$ cat src/rtl/tchk_pkg.sv
package tchk_pkg;
    localparam int TAG_W    = 4;
    localparam int GRAN_LG  = 4;
    localparam int TAG_LSB  = 56;
    localparam int HALF_BIT = 55;

    typedef enum logic {
        S_IDLE = 1'b0,
        S_WAIT = 1'b1
    } tchk_state_e;
endpackage

$ cat src/rtl/tchk_scope.sv
module tchk_scope
    import tchk_pkg::*;
(
    input  logic [TAG_W-1:0] ptr_tag,
    input  logic             half,
    input  logic             page_tagged,
    input  logic [1:0]       tbi_en,
    input  logic [1:0]       match_all_en,
    output logic             skip
);
    logic [TAG_W-1:0] match_val;
    logic             tbi_off;
    logic             match_hit;

    always_comb begin
        match_val = half ? {TAG_W{1'b1}} : {TAG_W{1'b0}};
        tbi_off   = !tbi_en[half];
        match_hit = match_all_en[half] && (ptr_tag == match_val);
        skip      = tbi_off || match_hit || !page_tagged;
    end
endmodule

$ cat src/rtl/tchk_span.sv
module tchk_span
    import tchk_pkg::*;
#(
    parameter int SIZE_W = 8,
    localparam int CNT_W = SIZE_W + 2 - GRAN_LG
) (
    input  logic [SIZE_W:0]   ptr_lo,
    input  logic [SIZE_W-1:0] size_m1,
    output logic [CNT_W-1:0]  gran_count,
    output logic              odd_start
);
    logic [SIZE_W+1:0] lo_start;
    logic [SIZE_W+1:0] lo_end;

    always_comb begin
        lo_start   = {1'b0, ptr_lo};
        lo_end     = lo_start + {2'b00, size_m1};
        gran_count = lo_end[SIZE_W+1:GRAN_LG] - lo_start[SIZE_W+1:GRAN_LG]
                   + CNT_W'(1);
        odd_start  = ptr_lo[GRAN_LG];
    end
endmodule

$ cat src/rtl/tchk_nib_eval.sv
module tchk_nib_eval
    import tchk_pkg::*;
#(
    parameter int CNT_W = 6
) (
    input  logic [2*TAG_W-1:0] tag_byte,
    input  logic [TAG_W-1:0]   ptr_tag,
    input  logic               odd,
    input  logic [CNT_W-1:0]   n_done,
    input  logic [CNT_W-1:0]   count,
    output logic               fail,
    output logic [CNT_W-1:0]   fail_idx,
    output logic               finish_ok,
    output logic [CNT_W-1:0]   n_next
);
    logic [2*TAG_W-1:0] diff;
    logic               lo_bad;
    logic               hi_bad;
    logic [CNT_W-1:0]   n_one;
    logic [CNT_W-1:0]   n_two;

    always_comb begin
        diff      = tag_byte ^ {ptr_tag, ptr_tag};
        lo_bad    = |diff[TAG_W-1:0];
        hi_bad    = |diff[2*TAG_W-1:TAG_W];
        n_one     = n_done + CNT_W'(1);
        n_two     = n_done + CNT_W'(2);
        fail      = 1'b0;
        fail_idx  = n_done;
        finish_ok = 1'b0;
        n_next    = n_two;
        if (odd) begin
            n_next = n_one;
            if (hi_bad) begin
                fail = 1'b1;
            end else begin
                finish_ok = (n_one == count);
            end
        end else if (lo_bad) begin
            fail = 1'b1;
        end else if (n_one == count) begin
            finish_ok = 1'b1;
        end else if (hi_bad) begin
            fail     = 1'b1;
            fail_idx = n_one;
        end else begin
            finish_ok = (n_two == count);
        end
    end
endmodule

$ cat src/rtl/tchk_top.sv
module tchk_top
    import tchk_pkg::*;
#(
    parameter int ADDR_W = 64,
    parameter int TAG_AW = 10,
    parameter int SIZE_W = 8,
    localparam int CNT_W = SIZE_W + 2 - GRAN_LG,
    localparam int BYTE_LSB = GRAN_LG + 1
) (
    input  logic              clk,
    input  logic              rst_n,
    input  logic              start,
    input  logic [ADDR_W-1:0] ptr,
    input  logic [SIZE_W-1:0] size_m1,
    input  logic              page_tagged,
    input  logic [1:0]        tbi_en,
    input  logic [1:0]        match_all_en,
    output logic              tm_re,
    output logic [TAG_AW-1:0] tm_addr,
    input  logic [7:0]        tm_rdata,
    output logic              done,
    output logic              pass,
    output logic [ADDR_W-1:0] fault_addr
);
    tchk_state_e       state;
    logic [ADDR_W-1:0] ptr_q;
    logic [CNT_W-1:0]  count_q;
    logic [CNT_W-1:0]  n_q;
    logic              odd_q;
    logic [TAG_AW-1:0] baddr_q;

    logic              skip;
    logic [CNT_W-1:0]  gran_count;
    logic              odd_start;
    logic              ev_fail;
    logic [CNT_W-1:0]  ev_fail_idx;
    logic              ev_finish;
    logic [CNT_W-1:0]  ev_n_next;
    logic              launch;
    logic              step_on;
    logic [ADDR_W-1:0] fault_calc;

    tchk_scope u_scope (
        .ptr_tag      (ptr[TAG_LSB +: TAG_W]),
        .half         (ptr[HALF_BIT]),
        .page_tagged  (page_tagged),
        .tbi_en       (tbi_en),
        .match_all_en (match_all_en),
        .skip         (skip)
    );

    tchk_span #(.SIZE_W(SIZE_W)) u_span (
        .ptr_lo     (ptr[SIZE_W:0]),
        .size_m1    (size_m1),
        .gran_count (gran_count),
        .odd_start  (odd_start)
    );

    tchk_nib_eval #(.CNT_W(CNT_W)) u_eval (
        .tag_byte  (tm_rdata),
        .ptr_tag   (ptr_q[TAG_LSB +: TAG_W]),
        .odd       (odd_q),
        .n_done    (n_q),
        .count     (count_q),
        .fail      (ev_fail),
        .fail_idx  (ev_fail_idx),
        .finish_ok (ev_finish),
        .n_next    (ev_n_next)
    );

    always_comb begin
        launch  = (state == S_IDLE) && start && !skip;
        step_on = (state == S_WAIT) && !ev_fail && !ev_finish;
        tm_re   = launch || step_on;
        unique case (state)
            S_IDLE: tm_addr = ptr[BYTE_LSB +: TAG_AW];
            S_WAIT: tm_addr = baddr_q + TAG_AW'(1);
            default: tm_addr = baddr_q;
        endcase
        if (ev_fail_idx == '0) begin
            fault_calc = ptr_q;
        end else begin
            fault_calc = {ptr_q[ADDR_W-1:GRAN_LG]
                          + (ADDR_W-GRAN_LG)'(ev_fail_idx), {GRAN_LG{1'b0}}};
        end
    end

    // State register and walk context
    always_ff @(posedge clk) begin
        if (!rst_n) begin
            state   <= S_IDLE;
            ptr_q   <= '0;
            count_q <= '0;
            n_q     <= '0;
            odd_q   <= 1'b0;
            baddr_q <= '0;
        end else begin
            unique case (state)
                S_IDLE: begin
                    if (launch) begin
                        state   <= S_WAIT;
                        ptr_q   <= ptr;
                        count_q <= gran_count;
                        n_q     <= '0;
                        odd_q   <= odd_start;
                        baddr_q <= ptr[BYTE_LSB +: TAG_AW];
                    end
                end
                S_WAIT: begin
                    if (ev_fail || ev_finish) begin
                        state <= S_IDLE;
                    end else begin
                        n_q     <= ev_n_next;
                        odd_q   <= 1'b0;
                        baddr_q <= baddr_q + TAG_AW'(1);
                    end
                end
                default: state <= S_IDLE;
            endcase
        end
    end

    // Result outputs
    always_ff @(posedge clk) begin
        if (!rst_n) begin
            done       <= 1'b0;
            pass       <= 1'b0;
            fault_addr <= '0;
        end else begin
            done <= 1'b0;
            unique case (state)
                S_IDLE: begin
                    if (start && skip) begin
                        done       <= 1'b1;
                        pass       <= 1'b1;
                        fault_addr <= '0;
                    end
                end
                S_WAIT: begin
                    if (ev_fail) begin
                        done       <= 1'b1;
                        pass       <= 1'b0;
                        fault_addr <= fault_calc;
                    end else if (ev_finish) begin
                        done       <= 1'b1;
                        pass       <= 1'b1;
                        fault_addr <= '0;
                    end
                end
                default: done <= 1'b0;
            endcase
        end
    end

    // result is a single-cycle pulse
    a_r11_done_pulse: assert property (@(posedge clk) disable iff (!rst_n)
        done |=> !done);

    // every read is followed by a cycle in which the data is evaluated
    a_r2_read_then_wait: assert property (@(posedge clk) disable iff (!rst_n)
        tm_re |=> (state == S_WAIT));

    // back-to-back reads walk consecutive byte addresses
    a_r2_consecutive: assert property (@(posedge clk) disable iff (!rst_n)
        (tm_re && $past(tm_re)) |-> (tm_addr == TAG_AW'($past(tm_addr) + 1'b1)));

    // an untagged page never triggers a read
    a_r8_untagged_no_read: assert property (@(posedge clk) disable iff (!rst_n)
        ((state == S_IDLE) && start && !page_tagged) |-> !tm_re);

    // a fault is either the pointer or a later granule base
    a_r7_fault_form: assert property (@(posedge clk) disable iff (!rst_n)
        (done && !pass) |-> ((fault_addr == ptr_q) ||
            ((fault_addr[GRAN_LG-1:0] == '0) && (fault_addr > ptr_q))));

    // no new walk may begin while one is running
    a_r12_busy_holds: assert property (@(posedge clk) disable iff (!rst_n)
        ((state == S_WAIT) && start && !tm_re) |=> $stable(ptr_q));
endmodule

$ cat config.mk
export PLATFORM = sky130hd
export DESIGN_NAME = tchk_top
export DESIGN_NICKNAME = d
export VERILOG_FILES = /design/src/rtl/tchk_pkg.sv /design/src/rtl/tchk_scope.sv /design/src/rtl/tchk_span.sv /design/src/rtl/tchk_nib_eval.sv /design/src/rtl/tchk_top.sv
export SDC_FILE = /design/constraint.sdc
export NUM_CORES = 1
export LEC_CHECK = 0
export CORE_ASPECT_RATIO = 1.4
export CORE_MARGIN = 2
export CORE_UTILIZATION = 25
export CTS_CLUSTER_SIZE = 16
export DETAILED_ROUTE_END_ITERATION = 7
export DONT_BUFFER_PORTS = 1
export PLACE_DENSITY = 0.37
export SLEW_MARGIN = 10
export SYNTH_ARGS = -nofsm -noshare
export SYNTH_HDL_FRONTEND = slang
export SYNTH_SLANG_ARGS = --single-unit
$ cat constraint.sdc
create_clock -name clk -period 5.6 [get_ports clk]
set_input_delay 0.56 -clock clk [delete_from_list [all_inputs] [get_ports clk]]
set_output_delay 0.56 -clock clk [all_outputs]
set_load 0.05 [all_outputs]
==> impl_metrics.env <==
export IMPL_synth_top_area_share_pct=37.8
export IMPL_status="completed"
export IMPL_wl_met2_um=13500
export IMPL_min_period_ns=4.72
export IMPL_vdd_drop_max_mv=0.158
export IMPL_drive_above_1_share_pct=8.56
export IMPL_min_from="ptr[37]"
export IMPL_synth_seq_area_share_pct=37.8
export IMPL_synth_edff_count=0
export IMPL_synth_distinct_cells=62
export IMPL_ctsHoldBuffers=0
export IMPL_critPathRequiredTime_ns=5.91
export IMPL_post_cts_resized=0
export IMPL_slew_headroom_pct=19.4
export IMPL_clock_latency_ns=0.45
export IMPL_pwr_share_seq_pct=44.0
export IMPL_netlist_instances=1020
export IMPL_r2r_start="n_q[1]"
export IMPL_final_util_pct=28.4
export IMPL_cts_htree_levels=4
export IMPL_synth_async_reset_ratio_pct=0
export IMPL_finalPower_mw=2.63
export IMPL_syn_nets=1135
export IMPL_row_count=78
export IMPL_clock_sinks=154
export IMPL_maxCapViolations=0
export IMPL_antenna_found_initial=0
export IMPL_leakagePower_nw=3.00
export IMPL_synth_area_top_cells="dfxtp_1, nand2_1, xnor2_1"
export IMPL_p_per_area_nw_per_um2=286
export IMPL_first_iter_violations=287
export IMPL_cts_buffers=17
export IMPL_cp_arrival_ns=5.03
export IMPL_yosysWarnings=0
export IMPL_hpwl_um=18500
export IMPL_antenna_cells=0
export IMPL_met3_length_um=1310
export IMPL_max_freq_mhz=212
export IMPL_end_kind="flop"
export IMPL_die_h_um=218
export IMPL_met1_length_um=11000
export IMPL_hp_class="in2reg"
export IMPL_clk_pin_slew_worst_paths_ns=0.07
export IMPL_p_sw_share_pct=26.6
export IMPL_port_buffers=0
export IMPL_hold_viol_final=0
export IMPL_cts_setup_buffers=0
export IMPL_grt_pass1_vias=6753
export IMPL_die_w_um=157
export IMPL_critPathMaxFanout=17
export IMPL_routed_wl_um=26200
export IMPL_tns_ns=0
export IMPL_drt_drc_violations_left=0
export IMPL_synth_seq_cells=154
export IMPL_synth_ff_type="dfxtp_1"
export IMPL_avgSynthCellArea_um2=7.99
export IMPL_start_util_pct=25.2
export IMPL_num_vias=6656
export IMPL_viasPerCell=4.61
export IMPL_pwr_share_comb_pct=9.7
export IMPL_globalRouteTotalUtil_pct=15.7
export IMPL_place_congestion=0.770
export IMPL_die_area_um2=34100
export IMPL_area_growth_pct=12.6
export IMPL_worst_slew_pin_slew_ns=1.21
export IMPL_clock_skew_ns=0.0168
export IMPL_cts_tree="done"
export IMPL_first_pass_iters=4
export IMPL_finalNonFillerCells=1445
export IMPL_power_switching_mw=0.699
export IMPL_coreArea_um2=32300
export IMPL_post_drt_wl_per_cell_um=18.1
export IMPL_postRouteAntennaNets=0
export IMPL_cp_startpoint="n_q[1]"
export IMPL_hold_ws_ns=0.249
export IMPL_nNetsFinal=1107
export IMPL_crit_type="reg2reg"
export IMPL_syn_cell_area_um2=8150
export IMPL_synth_largest_area_cell="dfxtp_1"
export IMPL_dp_cells=1413
export IMPL_io_pins=165
export IMPL_grt_first_pass_wirelength_um=40100
export IMPL_grt_start_max_net_pins=72
export IMPL_clk_path_buf_depth=2
export IMPL_top_layer="met4"
export IMPL_gr_total_overflow=0
export IMPL_internal_power_mw=1.93
export IMPL_setup_viol=0
export IMPL_p_clk_share_pct=46.4
export IMPL_drv_slew=0
export IMPL_period_share_pct=84.3
export IMPL_cts_root_buf="clkbuf_16"
export IMPL_rsz0062_at_grt="false"
export IMPL_startpoint_type="flop"
==> power groups by stage <==
| stage | Combinational, mW | Sequential (mW) | Clock [mW] |
|---|---|---|---|
| after floorplan | 0.208 | 1.17 | 0 |
| after global placement | 0.260 | 1.18 | 0 |
| after detailed placement | 0.260 | 1.18 | 0 |
| after CTS | 0.262 | 1.16 | 1.26 |
| after global routing | 0.289 | 1.16 | 1.30 |
| final | 0.254 | 1.16 | 1.22 |
==> routing by layer <==
| layer | vias to the layer above | global-route usage, % |
|---|---|---|
| met5 | - | 0 |
| met4 | 0 | 4.37 |
| met3 | 19 | 4.63 |
| met2 | 120 | 28.7 |
| met1 | 3110 | 17.6 |
| li1 | 3407 | - |
==> flip-flops by register name, indices dropped and copies added, names as in the netlist <==
register and count:
ptr_q 64, baddr_q 10, done 1, state 1, count_q 6, fault_addr 64
odd_q 1, pass 1, n_q 6
==> path summary, 6_finish.rpt <==
kind,endpoint,slack [ns],depth (start not counted)
setup / recovery,fault_addr[59],0.88,17
hold / removal,ptr_q[37],0.25,2
setup reg to reg,fault_addr[59],0.88,17
hold reg to reg,ptr_q[2],0.46,2
==> cells by family after synthesis <==
| logic type | after synthesis | synth area share, % |
|---|---|---|
| and+or+nand+nor | 437 | 26.3 |
| muxes | 5 | 0.644 |
| buffers and inverters | 93 | 4.88 |
| DFF | 154 | 37.8 |
| xor gates and xnor gates | 97 | 10.5 |
| adders and majority gates | 27 | 4.33 |
| AOI/OAI and AO/OA | 207 | 15.5 |
==> cells in the mapped netlist, types with 5 or more instances <==
cell	count
xor2_1	20
nor4_1	17
ha_1	25
nor3_1	19
xnor2_1	76
nor2_1	29
nand4_1	9
nor4_2	7
and3_1	15
a21o_1	6
dfxtp_1	154
buf_2	9
and4_1	5
a21oi_1	64
nor4b_1	11
and2_1	7
o21ai_1	16
nor3b_1	7
o21ai_0	50
clkbuf_1	47
a21boi_0	44
nand3_1	22
nor2b_1	9
inv_1	23
buf_1	6
nand2_1	257
==> cell type report <==
| cell class | count | area, µm² |
|---|---|---|
| clock buffer | 22 | 454 |
| tap | 440 | 551 |
| clock inverter | 10 | 141 |
| timing repair buffer | 22 | 165 |
| multi-input combinational | 773 | 4700 |
| inverter | 24 | 90.1 |
| fill | 3564 | 23100 |
| sequential | 154 | 3080 |
==> per-stage QoR <==
stage / setup WS [ns] / cell area, µm²
final: 0.878 / 9180
after global routing: 0.491 / 9180
after CTS: 0.793 / 9180
after detailed placement: 0.844 / 8590
after global placement: 0.875 / 8590
after floorplan: 1.49 / 8150
==> cell usage in the layout (no fill, tap or decap), types with 3 or more instances in the layout <==
cell       netlist  layout
bufinv_16        0       3
or2_2            3       3
a21o_1           6       6
and2_1           7       6
nor4_1          17      17
clkbuf_16        0      17
a22oi_1          4       4
nand2_1        257     256
inv_1           23      23
nor4b_1         11      11
clkbuf_1        47       4
and3_1          15      14
nand3_1         22      21
nor2b_1          9       9
xnor2_1         76      76
xor2_1          20      20
and4_1           5       5
nor4_2           7       7
or3_1            4       4
dfxtp_1        154     154
nor3b_1          7       7
mux2i_1          3       3
buf_4            4      22
nand2b_1         3       3
a21boi_0        44      44
ha_1            25      25
nand4_1          9       9
nor4_4           3       3
o21ai_0         50      48
o21ai_1         16      18
nor2_1          29      29
a21oi_1         64      62
nor3_1          19      19
==> critical path: stages, from the launching register on <==
cell and delay [ns]:
dfxtp_1 0.53, ha_1 0.39, nand3_1 0.15, or3_4 0.37, a2111oi_4 0.34, buf_4 0.21
nor2_2 0.08, mux2_2 0.30, ha_1 0.28, a21o_1 0.18, a21oi_1 0.21, o21bai_1 0.09
a21o_1 0.23, a21oi_4 0.58, or3_1 0.30, nor3b_1 0.08, xnor2_1 0.17, o21ai_1 0.07
Note: power is estimated with default switching activity, not from simulation.
